--- src/rtl/scan_chain_pkg.sv ---
package scan_chain_pkg;

    typedef enum logic [1:0] {
        ST_IDLE    = 2'd0,
        ST_CAPTURE = 2'd1,
        ST_SHIFT   = 2'd2,
        ST_UPDATE  = 2'd3
    } scan_state_e;

    localparam int REG_W = 64;

    // control register fields
    localparam int CTL_DIV_LSB = 0;
    localparam int CTL_GRP_LSB = 8;
    localparam int CTL_BYP_LSB = 16;

    // data register fields
    localparam int DAT_CNT_LSB  = 32;
    localparam int DAT_GO_SHIFT = 40;
    localparam int DAT_GO_UPD   = 41;
    localparam int DAT_GO_CAP   = 42;
    localparam int DAT_SEL_LSB  = 48;

endpackage

--- src/rtl/scan_chain_tckgen.sv ---
module scan_chain_tckgen #(
    parameter int DIVW = 3
) (
    input  logic            clk,
    input  logic            rst_n,
    input  logic            run,
    input  logic [DIVW-1:0] div,
    output logic            tck,
    output logic            rise,
    output logic            wrap
);
    localparam int PHW = (1 << DIVW) + 1;

    logic [PHW-1:0] ph;
    logic [PHW-1:0] ph_n;
    logic [PHW-1:0] mask;
    logic [PHW-1:0] half;

    always_comb begin
        mask = (PHW'(1) << (int'(div) + 2)) - PHW'(1);
        half = PHW'(1) << (int'(div) + 1);
        ph_n = (ph + PHW'(1)) & mask;
        rise = run && (ph_n == half);
        wrap = run && (ph_n == '0);
    end

    always_ff @(posedge clk or negedge rst_n) begin
        if (!rst_n) begin
            ph  <= '0;
            tck <= 1'b0;
        end else if (run) begin
            ph  <= ph_n;
            tck <= (ph_n >= half);
        end else begin
            ph  <= '0;
            tck <= 1'b0;
        end
    end

endmodule

--- src/rtl/scan_chain_fsm.sv ---
module scan_chain_fsm
    import scan_chain_pkg::*;
#(
    parameter int CNTW = 5
) (
    input  logic            clk,
    input  logic            rst_n,
    input  logic            start,
    input  logic            req_shift,
    input  logic            req_upd,
    input  logic            req_cap,
    input  logic [CNTW-1:0] cnt_in,
    input  logic            wrap,
    output logic            go_shift,
    output logic            go_upd,
    output logic            go_cap,
    output logic            busy,
    output logic            run,
    output logic            shifting,
    output logic            updating,
    output logic            capturing
);
    scan_state_e     state, state_n;
    logic            gs_n, gu_n, gc_n;
    logic [CNTW-1:0] left, left_n;

    function automatic scan_state_e pick(input logic c, input logic s, input logic u);
        if (c) return ST_CAPTURE;
        if (s) return ST_SHIFT;
        if (u) return ST_UPDATE;
        return ST_IDLE;
    endfunction

    always_comb begin
        state_n = state;
        gs_n    = go_shift;
        gu_n    = go_upd;
        gc_n    = go_cap;
        left_n  = left;
        unique case (state)
            ST_IDLE: begin
                if (start) begin
                    gs_n    = req_shift;
                    gu_n    = req_upd;
                    gc_n    = req_cap;
                    left_n  = cnt_in;
                    state_n = pick(req_cap, req_shift, req_upd);
                end
            end
            ST_CAPTURE: begin
                if (wrap) begin
                    gc_n    = 1'b0;
                    state_n = pick(1'b0, go_shift, go_upd);
                end
            end
            ST_SHIFT: begin
                if (wrap) begin
                    if (left == '0) begin
                        gs_n    = 1'b0;
                        state_n = pick(1'b0, 1'b0, go_upd);
                    end else begin
                        left_n = left - CNTW'(1);
                    end
                end
            end
            ST_UPDATE: begin
                if (wrap) begin
                    gu_n    = 1'b0;
                    state_n = ST_IDLE;
                end
            end
        endcase
    end

    // state register
    always_ff @(posedge clk or negedge rst_n) begin
        if (!rst_n) begin
            state    <= ST_IDLE;
            go_shift <= 1'b0;
            go_upd   <= 1'b0;
            go_cap   <= 1'b0;
            left     <= '0;
        end else begin
            state    <= state_n;
            go_shift <= gs_n;
            go_upd   <= gu_n;
            go_cap   <= gc_n;
            left     <= left_n;
        end
    end

    // outputs
    always_comb begin
        busy      = go_shift | go_upd | go_cap;
        run       = (state != ST_IDLE);
        shifting  = (state == ST_SHIFT);
        updating  = (state == ST_UPDATE);
        capturing = (state == ST_CAPTURE);
    end

endmodule

--- src/rtl/scan_chain_shifter.sv ---
module scan_chain_shifter #(
    parameter int BUFW = 32,
    parameter int NGRP = 4,
    parameter int GW   = 2
) (
    input  logic            clk,
    input  logic            rst_n,
    input  logic            load,
    input  logic [BUFW-1:0] load_val,
    input  logic            shifting,
    input  logic            rise,
    input  logic            wrap,
    input  logic [NGRP-1:0] tdo_i,
    input  logic [GW-1:0]   grp,
    input  logic [NGRP-1:0] byp_mask,
    output logic [BUFW-1:0] buf_q,
    output logic            tdi
);
    logic samp;
    logic byp_bit;
    logic ret;

    assign ret = byp_mask[grp] ? tdo_i[grp] : byp_bit;
    assign tdi = shifting & buf_q[0];

    always_ff @(posedge clk or negedge rst_n) begin
        if (!rst_n) begin
            buf_q   <= '0;
            samp    <= 1'b0;
            byp_bit <= 1'b0;
        end else begin
            if (load) begin
                buf_q <= load_val;
            end else if (shifting && wrap) begin
                buf_q <= {samp, buf_q[BUFW-1:1]};
            end
            if (shifting && rise) begin
                samp <= ret;
                if (!byp_mask[grp]) begin
                    byp_bit <= tdi;
                end
            end
        end
    end

endmodule

--- src/rtl/scan_chain_ctrl.sv ---
module scan_chain_ctrl
    import scan_chain_pkg::*;
#(
    parameter int NGRP = 4,
    parameter int DIVW = 3,
    parameter int BUFW = 32
) (
    input  logic             clk,
    input  logic             rst_n,
    input  logic             wr_en,
    input  logic             wr_addr,
    input  logic [REG_W-1:0] wr_data,
    input  logic             rd_addr,
    output logic [REG_W-1:0] rd_data,
    output logic             tck_o,
    output logic             tdi_o,
    input  logic [NGRP-1:0]  tdo_i,
    output logic [NGRP-1:0]  shift_en_o,
    output logic [NGRP-1:0]  upd_o,
    output logic [NGRP-1:0]  cap_o
);
    localparam int GW   = (NGRP > 1) ? $clog2(NGRP) : 1;
    localparam int CNTW = (BUFW > 1) ? $clog2(BUFW) : 1;

    logic [DIVW-1:0] div_q;
    logic [GW-1:0]   grp_q;
    logic [NGRP-1:0] bmask_q;
    logic [NGRP-1:0] sel_q;
    logic [CNTW-1:0] cnt_q;
    logic [BUFW-1:0] buf_q;

    logic go_shift, go_upd, go_cap, busy, run;
    logic shifting, updating, capturing;
    logic rise, wrap;
    logic wr_ctl, wr_dat, start;
    logic unused_wr;

    assign wr_ctl = wr_en && !wr_addr && !busy;
    assign wr_dat = wr_en &&  wr_addr && !busy;
    assign start  = wr_dat && (wr_data[DAT_GO_SHIFT] || wr_data[DAT_GO_UPD] || wr_data[DAT_GO_CAP]);
    assign unused_wr = ^wr_data;

    always_ff @(posedge clk or negedge rst_n) begin
        if (!rst_n) begin
            div_q   <= '0;
            grp_q   <= '0;
            bmask_q <= '0;
            sel_q   <= '0;
            cnt_q   <= '0;
        end else begin
            if (wr_ctl) begin
                div_q   <= wr_data[CTL_DIV_LSB +: DIVW];
                grp_q   <= wr_data[CTL_GRP_LSB +: GW];
                bmask_q <= wr_data[CTL_BYP_LSB +: NGRP];
            end
            if (wr_dat) begin
                sel_q <= wr_data[DAT_SEL_LSB +: NGRP];
                cnt_q <= wr_data[DAT_CNT_LSB +: CNTW];
            end
        end
    end

    scan_chain_tckgen #(.DIVW(DIVW)) u_tck (
        .clk  (clk),
        .rst_n(rst_n),
        .run  (run),
        .div  (div_q),
        .tck  (tck_o),
        .rise (rise),
        .wrap (wrap)
    );

    scan_chain_fsm #(.CNTW(CNTW)) u_fsm (
        .clk      (clk),
        .rst_n    (rst_n),
        .start    (start),
        .req_shift(wr_data[DAT_GO_SHIFT]),
        .req_upd  (wr_data[DAT_GO_UPD]),
        .req_cap  (wr_data[DAT_GO_CAP]),
        .cnt_in   (wr_data[DAT_CNT_LSB +: CNTW]),
        .wrap     (wrap),
        .go_shift (go_shift),
        .go_upd   (go_upd),
        .go_cap   (go_cap),
        .busy     (busy),
        .run      (run),
        .shifting (shifting),
        .updating (updating),
        .capturing(capturing)
    );

    scan_chain_shifter #(.BUFW(BUFW), .NGRP(NGRP), .GW(GW)) u_shf (
        .clk     (clk),
        .rst_n   (rst_n),
        .load    (wr_dat),
        .load_val(wr_data[BUFW-1:0]),
        .shifting(shifting),
        .rise    (rise),
        .wrap    (wrap),
        .tdo_i   (tdo_i),
        .grp     (grp_q),
        .byp_mask(bmask_q),
        .buf_q   (buf_q),
        .tdi     (tdi_o)
    );

    assign shift_en_o = {NGRP{shifting}}  & sel_q & bmask_q;
    assign upd_o      = {NGRP{updating}}  & sel_q;
    assign cap_o      = {NGRP{capturing}} & sel_q;

    always_comb begin
        rd_data = '0;
        if (rd_addr) begin
            rd_data[BUFW-1:0]              = buf_q;
            rd_data[DAT_CNT_LSB +: CNTW]   = cnt_q;
            rd_data[DAT_GO_SHIFT]          = go_shift;
            rd_data[DAT_GO_UPD]            = go_upd;
            rd_data[DAT_GO_CAP]            = go_cap;
            rd_data[DAT_SEL_LSB +: NGRP]   = sel_q;
        end else begin
            rd_data[CTL_DIV_LSB +: DIVW]   = div_q;
            rd_data[CTL_GRP_LSB +: GW]     = grp_q;
            rd_data[CTL_BYP_LSB +: NGRP]   = bmask_q;
        end
    end

endmodule

--- config.mk ---
export PLATFORM = sky130hd
export DESIGN_NAME = scan_chain_ctrl
export DESIGN_NICKNAME = d
export VERILOG_FILES = /design/src/rtl/scan_chain_pkg.sv /design/src/rtl/scan_chain_tckgen.sv /design/src/rtl/scan_chain_fsm.sv /design/src/rtl/scan_chain_shifter.sv /design/src/rtl/scan_chain_ctrl.sv
export SDC_FILE = /design/constraint.sdc
export NUM_CORES = 1
export LEC_CHECK = 0
export ABC_AREA = 1
export CAP_MARGIN = 20
export CORE_MARGIN = 2
export CORE_UTILIZATION = 40
export CTS_BUF_LIST = sky130_fd_sc_hd__clkbuf_8
export DETAILED_ROUTE_END_ITERATION = 10
export PLACE_DENSITY = 0.71
export SYNTH_ARGS = -nofsm -noshare
export SYNTH_HDL_FRONTEND = slang
export SYNTH_SLANG_ARGS = --single-unit
--- constraint.sdc ---
create_clock -name clk -period 5.75 [get_ports clk]
set_clock_uncertainty 0.1 [all_clocks]
set_input_delay 0.8625 -clock clk [delete_from_list [all_inputs] [get_ports clk]]
set_output_delay 0.8625 -clock clk [all_outputs]
set_load 0.005 [all_outputs]
## Word-level counts from Yosys, hierarchy flattened

Index checks and enable logic that the tools add are counted.

| storage, ports and cells | value |
|---|---|
| bits in registers | 72 |
| logic and storage cells | 140 |

| operators by class | value |
|---|---|
| $add $sub $neg | 5 |
| magnitude comparators | 2 |
| eq/ne operators | 10 |
| shifts and indexed selects | 2 |
| multiplexer cells | 70 |
| bitwise logic cells | 9 |
| reductions and logical operators | 27 |

Operators with widths:

| operator | count |
|---|---|
| 2-to-1 mux 32 bit | 2 |
| left shift 1 x 32 -> 9 bit, first input constant | 2 |
| 2-to-1 mux 2 bit | 18 |
| 2-to-1 mux 1 bit | 32 |
| 2-to-1 mux 5 bit | 4 |
| 2-to-1 mux 17 bit | 1 |
| bitwise AND 4 bit | 4 |
| case mux 5 bit (2 select lines) | 1 |
| nonzero test 2 bit | 5 |
| adder 9 x 1 -> 9 bit, second input constant | 1 |
| bitwise AND 9 bit | 1 |
| equality test 9 bit | 1 |
| >= comparator 9 bit | 1 |
| logical AND 1 bit | 9 |
| zero test 9 bit | 1 |
| 2-to-1 mux 9 bit | 1 |
| subtractor 9 x 2 -> 9 bit, second input constant | 1 |
| 2-to-1 mux 4 bit | 2 |
| != test 2 x 1 -> 1 bit, second input constant | 4 |
| case mux 2 bit (4 select lines) | 1 |
| AND reduction 4 bit | 2 |
| 2-to-1 mux 3 bit | 2 |
| 2-to-1 mux 6 bit | 1 |
| case mux 1 bit (2 select lines) | 3 |
| other kinds (18) | 25 |

## Depth between registers and ports, before layout

Gate-level depths: netlist (run 1).

| depth | value |
|---|---|
| word-level depth | 19 |
| mapped depth | 19 |
| mapped depth without buffers | 19 |

## Hierarchy

Synthesis (run 1) repeated with hierarchy kept, for this count alone.

| second synthesis, totals | value |
|---|---|
| cells, all modules | 708 |
| area total of the unflattened synthesis | 4837.1 sq um |

By module, submodules not included:

| module | times used | cells an instance | area each (sq um) | seq. area each (sq um) |
|---|---|---|---|---|
| scan_chain_shifter | 1 | 215 | 1671.6 | 850.8 |
| scan_chain_ctrl | 1 | 235 | 1418.9 | 450.4 |
| scan_chain_tckgen | 1 | 157 | 1038.5 | 250.2 |
| scan_chain_fsm | 1 | 101 | 708.2 | 250.2 |

## Worst setup path before layout (run 1)

No wires, ideal clock.

| timing path | value |
|---|---|
| path type | register to register |
| from | register div_q[1] |
| to | register u_shf.byp_bit |
| library setup time | 0.120 ns |
| arrival | 2.572 ns |
| setup slack | 2.958 ns |
| stages on the path, launching flop included | 19 |
| clock period less this slack | 2.792 ns |
| cells stage by stage | dfrtp_1 ha_1 nor2_4 nand2_1 ha_1 inv_1 a21oi_1 o21ai_0 nand2_1 nand2_1 inv_1 ha_1 nand2_1 nor2_1 nand3_1 nor2_1 nand2_1 o21ai_0 inv_1 |

| on the way | value |
|---|---|
| word-level cells in the longest chain between the ends | 8 |
| elaborated cells between the ends (all ways) | 10 |
| classes of those cells | add/sub: 3; eq/ne: 1; shift: 2; bitwise: 1; reduce/logical: 3 |

Ends and longest elaborated chain:

| element | RTL line | source |
|---|---|---|
| start, declared | scan_chain_ctrl.sv:25 | `logic [DIVW-1:0] div_q;` |
| start signal, assigned | scan_chain_ctrl.sv:52 | `div_q <= wr_data[CTL_DIV_LSB +: DIVW];` |
| adder 3 x 2 -> 4 bit | scan_chain_tckgen.sv:20 | `mask = (PHW'(1) << (int'(div) + 2)) - PHW'(1);` |
| left shift 1 x 32 -> 9 bit | scan_chain_tckgen.sv:20 |  |
| subtractor 9 x 2 -> 9 bit | scan_chain_tckgen.sv:20 |  |
| bitwise AND 9 bit | scan_chain_tckgen.sv:22 | `ph_n = (ph + PHW'(1)) & mask;` |
| equality test 9 bit * | scan_chain_tckgen.sv:23 | `rise = run && (ph_n == half);` |
| logical AND 1 bit * | scan_chain_tckgen.sv:23 |  |
| logical AND 1 bit * | scan_chain_shifter.sv:37 | `if (shifting && rise) begin` |
| AND reduction 2 bit (no line) * | - |  |
| end signal, assigned | scan_chain_shifter.sv:40 | `byp_bit <= tdi;` |
| end, declared | scan_chain_shifter.sv:20 | `logic byp_bit;` |

Mark *: on every way between the ends. The rest lies on a longest branch, timed or not.
A chain may end at the register's enable or synchronous reset.

## Worst setup path in the final report (run 1)

| timing path | value |
|---|---|
| from | register u_fsm.state[1] |
| to | output port shift_en_o[1] |

| on the way | value |
|---|---|
| word-level cells in the longest chain between the ends | 3 |

Ends and longest elaborated chain:

| element | RTL line | source |
|---|---|---|
| start, declared | scan_chain_fsm.sv:23 | `scan_state_e state, state_n;` |
| start signal, assigned | scan_chain_fsm.sv:84 | `state <= state_n;` |
| equality test 2 bit | scan_chain_fsm.sv:96 | `shifting = (state == ST_SHIFT);` |
| bitwise AND 4 bit (2 in a row) | scan_chain_ctrl.sv:107 | `assign shift_en_o = {NGRP{shifting}} & sel_q & bmask_q;` |
| end, declared | scan_chain_ctrl.sv:18 | `output logic [NGRP-1:0] shift_en_o,` |

No other way between the ends.

==> results.json, run 1 <==
{
  "tightestPinTransition_ns": 0.981,
  "first_global_vias": 4476,
  "cts.path.max_buffers": 2,
  "run_status": "completed",
  "maximum_vdd_drop_mv": 0.209,
  "routed.top_layer": "met4",
  "h-tree-depth": 3,
  "grt-ovfl-total": 0,
  "worst_skew_pair.late_latency_ns": 0.35,
  "slew-limit-headroom_pct": 34.6,
  "nets": 866,
  "cts.hold.buffers_added": 0,
  "io_pins": 151,
  "finalCritPeriodShare_pct": 62.1,
  "drive_gt1_share_pct": 6.51,
  "global_route.usage.total_pct": 19.5,
  "grt_max_degree": 73,
  "slowest_stage": "nor2_1",
  "power.leakage_uw": 0.00324,
  "core-area_sq_um": 11400,
  "fp.dieH_um": 112,
  "antenna_cells": 0,
  "netlist_instances": 678,
  "port-buffer-count": 110,
  "final-max-slew-violation-count": 0,
  "drt_drc_violations_left": 0,
  "antenna_found_initial": 0,
  "cts_made_buffers": 9,
  "detailed_place_hpwl_mm": 8.76,
  "fp.dieArea_sq_um": 12600,
  "clock_tree.root_cell": "clkbuf_8",
  "rsz_0062_raised_after_global_routing": "false",
  "postRouteWirelength_mm": 12.0,
  "area.sequential_sq_um": 1800,
  "drt.antenna.violating_nets": 0,
  "grt_first_pass_wirelength_mm": 20.2,
  "met3RoutedLength_um": 619,
  "cts_tree": "done",
  "placed_cells_incl_taps": 911,
  "period_needed_ns": 3.57,
  "area_of_the_mapped_netlist_sq_um": 4700,
  "floorplan.initialDensity_pct": 41.1,
  "required_ns": 4.79,
  "die_w_um": 112,
  "syn_avg_cell_area_sq_um": 6.93,
  "total_number_of_placement_rows": 39,
  "dr_wl_met2_mm": 5.76,
  "multi_input_comb_area_sq_um": 2340,
  "postCtsSetupRepairBufs": 0,
  "clkTransAtPathRegs_ns": 0.07,
  "critical_path_peak_fanout": 12,
  "fin_worst_hold_slack_ns": 0.390,
  "gp_congestion": 0.906,
  "post_synthesis_sequential_element_count": 72,
  "cp_cell_sequence": "inv_1, nor2_1, inv_1, nor3_1, clkdlybuf4s50_1",
  "drtPass1Iterations": 5,
  "synth.lib_cells_used.distinct": 34,
  "setup.worst_path.end_class": "output pin",
  "drt-met1-wl_mm": 5.37,
  "synth_ff_type": "dfrtp_1",
  "synth_sequential_area_ratio_pct": 38.4,
  "worst_hold_path_type": "register to register",
  "layout.cells.non_filler": 927,
  "cap_viol_max_count": 0,
  "area_growth_pct": 27.4,
  "cellPowerDensity_nw_per_um2": 446,
  "dr.first_iter.drc_count": 256,
  "yosysWarningCount": 0,
  "worst_ep_arrival_time_ns": 2.61,
  "post_drt_via_cell_ratio": 4.89,
  "post_cts_resized": 0,
  "setup_viol": 0,
  "pnr_worst_setup_slack_ns": 2.18,
  "finalHoldViolCount": 0,
  "setup.worst_path.class": "register to output pin",
  "placement.setup.worst_slack_ns": 2.33,
  "critical_path.max_stage_delay_ns": 0.59,
  "synth_enable_flop_cells": 0,
  "layout.filler_cells": 1183,
  "critPathLaunchType": "register",
  "cts_num_sinks": 72,
  "wl_per_cell_um": 12.9,
  "path_common_cell": "inv_1",
  "clock.fmax_mhz": 280,
  "async_reset_ff_share_pct": 100,
  "route.vias.total": 4529,
  "setup_total_negative_slack_ns": 0
}
==> registers in the layout (all words and copies together), names as in the netlist <==
name and count:
bmask_q 4, cnt_q 5, div_q 3, grp_q 2, sel_q 4, u_fsm.go_cap 1
u_fsm.go_shift 1, u_fsm.go_upd 1, u_fsm.left 5, u_fsm.state 2, u_shf.buf_q 32, u_shf.byp_bit 1
u_shf.samp 1, u_tck.ph 9, u_tck.tck 1
==> cell usage in the layout (no fill, tap or decap), types with 3 or more instances in the layout <==
master	Yosys	routed
conb_1	1	20
nand2_1	251	251
nand4_1	13	13
nor2_1	48	48
ha_1	14	14
clkdlybuf4s50_1	0	108
o22ai_1	3	3
inv_1	95	96
nand2_2	4	4
nor3_1	11	11
dfrtp_1	72	72
clkinv_2	0	3
o21ai_0	53	53
clkbuf_8	0	9
nand3_1	20	20
a21oi_1	14	14
mux2_2	20	20
==> cell usage after synthesis (all sizes together), types with 3 or more instances <==
cell,count,area share (%)
mux2,20,4.8
ha,14,3.7
dfrtp,72,38
nand2,255,21
clkbuf,14,1.1
nor3,11,1.2
nor2,52,4.6
a21oi,14,1.5
o22ai,3,0.40
nand4,14,2.0
nand3,21,2.3
buf,26,4.3
o21ai,54,5.8
inv,98,7.9
==> area by class of cell <==
type                            count  share of cell area [%]
Inverter                           99                    6.25
Multi-Input combinational cell    486                    39.1
Timing Repair Buffer              111                    18.4
Clock inverter                      7                    1.07
Sequential cell                    72                    30.1
Clock buffer                        9                    2.07
Tap cell                          143                    2.99
==> routing by layer <==
layer  up-vias  GRT usage (%)
met4         0           7.64
met1      2124           25.3
li1       2267              -
met5         -              0
met2       123           32.2
met3        15           3.94
==> worst max-delay path: cells and delay by family, from the launching register on <==
kind	cells	cell delay [ns]
and+or+nand+nor	2	0.84
DFF	1	0.41
buffers and inverters	3	1.02
==> power breakdown <==
group / switching [uW] / internal [uW]
sequential: 158 / 704
clock: 195 / 196
combinational: 824 / 587
==> final timing paths <==
check,startpoint,end,slack [ns],cells past startpoint
setup / recovery,u_fsm.state[1]$_DFFE_PN0P_,shift_en_o[1],2.18,5
hold / removal,cnt_q[1]$_DFFE_PN0P_,cnt_q[1]$_DFFE_PN0P_,0.39,2
setup reg to reg,div_q[1]$_DFFE_PN0P_,u_shf.buf_q[31]$_DFFE_PN0P_,2.45,15
hold reg to reg,cnt_q[1]$_DFFE_PN0P_,cnt_q[1]$_DFFE_PN0P_,0.39,2
max in group asynchronous,rst_n,u_shf.buf_q[28]$_DFFE_PN0P_,4.41,1
min in group asynchronous,rst_n,cnt_q[2]$_DFFE_PN0P_,0.53,1
==> per-stage QoR <==
step | cell area [sq um] | util (%) | power [uW]
after global routing | 5980 | 52.4 | 2920
after floorplan | 4770 | - | 1810
after CTS | 5980 | 52.4 | 2680
after global placement | 5790 | 50.7 | 2230
final | 5980 | 52.4 | 2670
after detailed placement | 5790 | 50.7 | 2280
==> cell families after synthesis <==
kind of cell / share of synthesized area, %
simple gates: 30.8
buf+inv: 13.3
compound gates: 8.47
flops: 38.4
mux: 4.80
fa+ha+maj: 3.73
xor+xnor: 0.373
other cells: 0.0799
No activity file was read; power rests on OpenSTA's default activity.
==> run 2: changes to the inputs <==
- clock period: 5.75 -> 3.4 ns (I/O delays scaled with it)
==> run 2 against run 1 <==
Against the previous run:
- hold slack lost 0.22 ns
- die area unchanged
- clock-buffer cell count rose by 2
- sequential power up 71%
- first-iteration DRC count shrank 3.9%
- critical path type is now register to register
- highest routed layer unchanged
==> results.json, run 2 (synthesis results as in run 1) <==
{
  "total_number_of_placement_rows": 39,
  "layout.filler_cells": 1113,
  "h-tree-depth": 3,
  "antenna_found_initial": 0,
  "grt_max_degree": 73,
  "postRouteWirelength_mm": 12.5,
  "drive_gt1_share_pct": 7.71,
  "dr.first_iter.drc_count": 246,
  "largest_register_ff_count": 32,
  "placement.setup.worst_slack_ns": 0.333,
  "fin_worst_hold_slack_ns": 0.167,
  "drtPass1Iterations": 5,
  "cts.path.max_buffers": 2,
  "core-area_sq_um": 11400,
  "critical_path_start": "div_q[2]$_DFFE_PN0P_",
  "area_growth_pct": 30.3,
  "rr_endpoint": "u_shf.byp_bit$_DFFE_PN0P_",
  "layout.cells.most_common_list": "nand2_1 (251), clkdlybuf4s50_1 (108), inv_1 (95)",
  "placed_cells_incl_taps": 918,
  "cts.hold.buffers_added": 0,
  "critical_path_peak_fanout": 7,
  "maximum_vdd_drop_mv": 0.353,
  "drt.antenna.violating_nets": 0,
  "setup_viol": 0,
  "setup_total_negative_slack_ns": 0,
  "cap_viol_max_count": 0,
  "final_core_util_pct": 53.6,
  "gp_congestion": 0.912,
  "final-max-slew-violation-count": 0,
  "finalCritPeriodShare_pct": 91.0,
  "grt-ovfl-total": 0,
  "ff2ff_path_depth": 18,
  "cellPowerDensity_nw_per_um2": 783,
  "route.vias.total": 4566,
  "pnr_worst_setup_slack_ns": 0.306,
  "cts_made_buffers": 9,
  "clock.fmax_mhz": 323,
  "period_needed_ns": 3.09,
  "first_global_vias": 4466,
  "antenna_cells": 0,
  "floorplan.initialDensity_pct": 41.1,
  "die_w_um": 112,
  "power.leakage_uw": 0.00330,
  "worst_ep_arrival_time_ns": 3.25,
  "wl_per_cell_um": 13.4,
  "cts_num_sinks": 72,
  "critical_path.reg2reg.startpoint": "div_q[2]$_DFFE_PN0P_",
  "post_drt_via_cell_ratio": 4.89,
  "critPathLaunchType": "register",
  "required_ns": 3.55,
  "tightestPinTransition_ns": 0.944,
  "clock_tree.root_cell": "clkbuf_8",
  "grt_first_pass_wirelength_mm": 20.9,
  "run_status": "completed",
  "cts_tree": "done",
  "global_route.usage.total_pct": 20.2,
  "finalHoldViolCount": 0,
  "detailed_place_hpwl_mm": 9.19,
  "drt_drc_violations_left": 0,
  "clkTransAtPathRegs_ns": 0.08,
  "slew-limit-headroom_pct": 37.0,
  "worst-r2r-setup-slack_ns": 0.31,
  "worst_setup_path_endpoint": "u_shf.byp_bit$_DFFE_PN0P_",
  "fp.dieH_um": 112,
  "setup.worst_path.class": "register to register",
  "layout.cells.non_filler": 934,
  "io_pins": 151,
  "top_register": "u_shf.buf_q",
  "worst_skew_pair.late_latency_ns": 0.36,
  "nets": 873,
  "setup.worst_path.end_class": "register",
  "biggestRegsByFlops": "u_shf.buf_q (32), u_tck.ph (9)",
  "layout.cells.most_common": "nand2_1",
  "rsz_0062_raised_after_global_routing": "false",
  "worst_hold_path_type": "input pin to async pin",
  "port-buffer-count": 110,
  "fp.dieArea_sq_um": 12600
}
[run 2: cell types whose count changed in the layout (fill, tap and decap cells not counted), sizes merged]
cell      previous run  this run
clkinvlp             2         1
clkinv               4         2
inv                 99        98
buf                  3        10
clkbuf               9        11
bufinv               1         3
[run 2: critical path, cell delays in order, from the launching register on]
cell and delay (ns):
dfrtp_1 0.47, ha_2 0.35, nor2_4 0.17, nand2_1 0.08
ha_1 0.22, inv_1 0.08, a21oi_1 0.07, o21ai_0 0.09
nand2_1 0.07, nand2_1 0.11, inv_1 0.06, ha_1 0.32
nand2_1 0.07, nor2_1 0.19, nand3_1 0.12, nor2_1 0.14
nand2_1 0.08, o21ai_0 0.16, inv_1 0.05
[run 2: layer usage]
metal	wire length [um]	track usage, %
met1	5550	26.9
met2	6050	32.9
met3	680	4.00
met4	218	7.48
met5	0	0
[run 2: worst min-delay path by stage]
| stage | from | to | slack, ns | cells past startpoint |
|---|---|---|---|---|
| 2_1_floorplan | rst_n | bmask_q[0]$_DFFE_PN0P_ | 0.11 | 0 |
| 3_3_place_gp | cnt_q[0]$_DFFE_PN0P_ | cnt_q[0]$_DFFE_PN0P_ | 0.37 | 2 |
| 3_5_place_dp | cnt_q[0]$_DFFE_PN0P_ | cnt_q[0]$_DFFE_PN0P_ | 0.37 | 2 |
| 4_1_cts | rst_n | cnt_q[2]$_DFFE_PN0P_ | 0.21 | 1 |
| 5_1_grt | rst_n | cnt_q[3]$_DFFE_PN0P_ | 0.25 | 1 |
| 6_report | rst_n | cnt_q[2]$_DFFE_PN0P_ | 0.17 | 1 |
[run 2: repair_timing]
action,CTS,global route
gates resized for setup,0,2
setup endpoints to repair,0,1
setup buffers,0,0
hold endpoints to repair,0,0
[run 2: metrics by stage]
stage	instance area [sq um]	total power [uW]
2_1_floorplan	4770	3070
3_3_place_gp	5860	3820
3_5_place_dp	5860	3920
4_1_cts	6110	4810
5_1_grt	6120	5230
6_report	6120	4790
[run 2: final cells by class]
cell class | count | area, sq um | area share (%)
Inverter | 99 | 374 | 6.11
Multi-Input combinational cell | 486 | 2340 | 38.3
Clock buffer | 11 | 151 | 2.47
Timing Repair Buffer | 118 | 1170 | 19.1
Sequential cell | 72 | 1800 | 29.4
Tap cell | 143 | 179 | 2.92
Clock inverter | 5 | 103 | 1.68
[run 2: where the power goes]
group / switching (uW) / total (uW) / internal [uW]
logic: 1420 / 2460 / 1040
clock network: 336 / 863 / 526
registers: 276 / 1470 / 1190
total: 2030 / 4790 / 2760
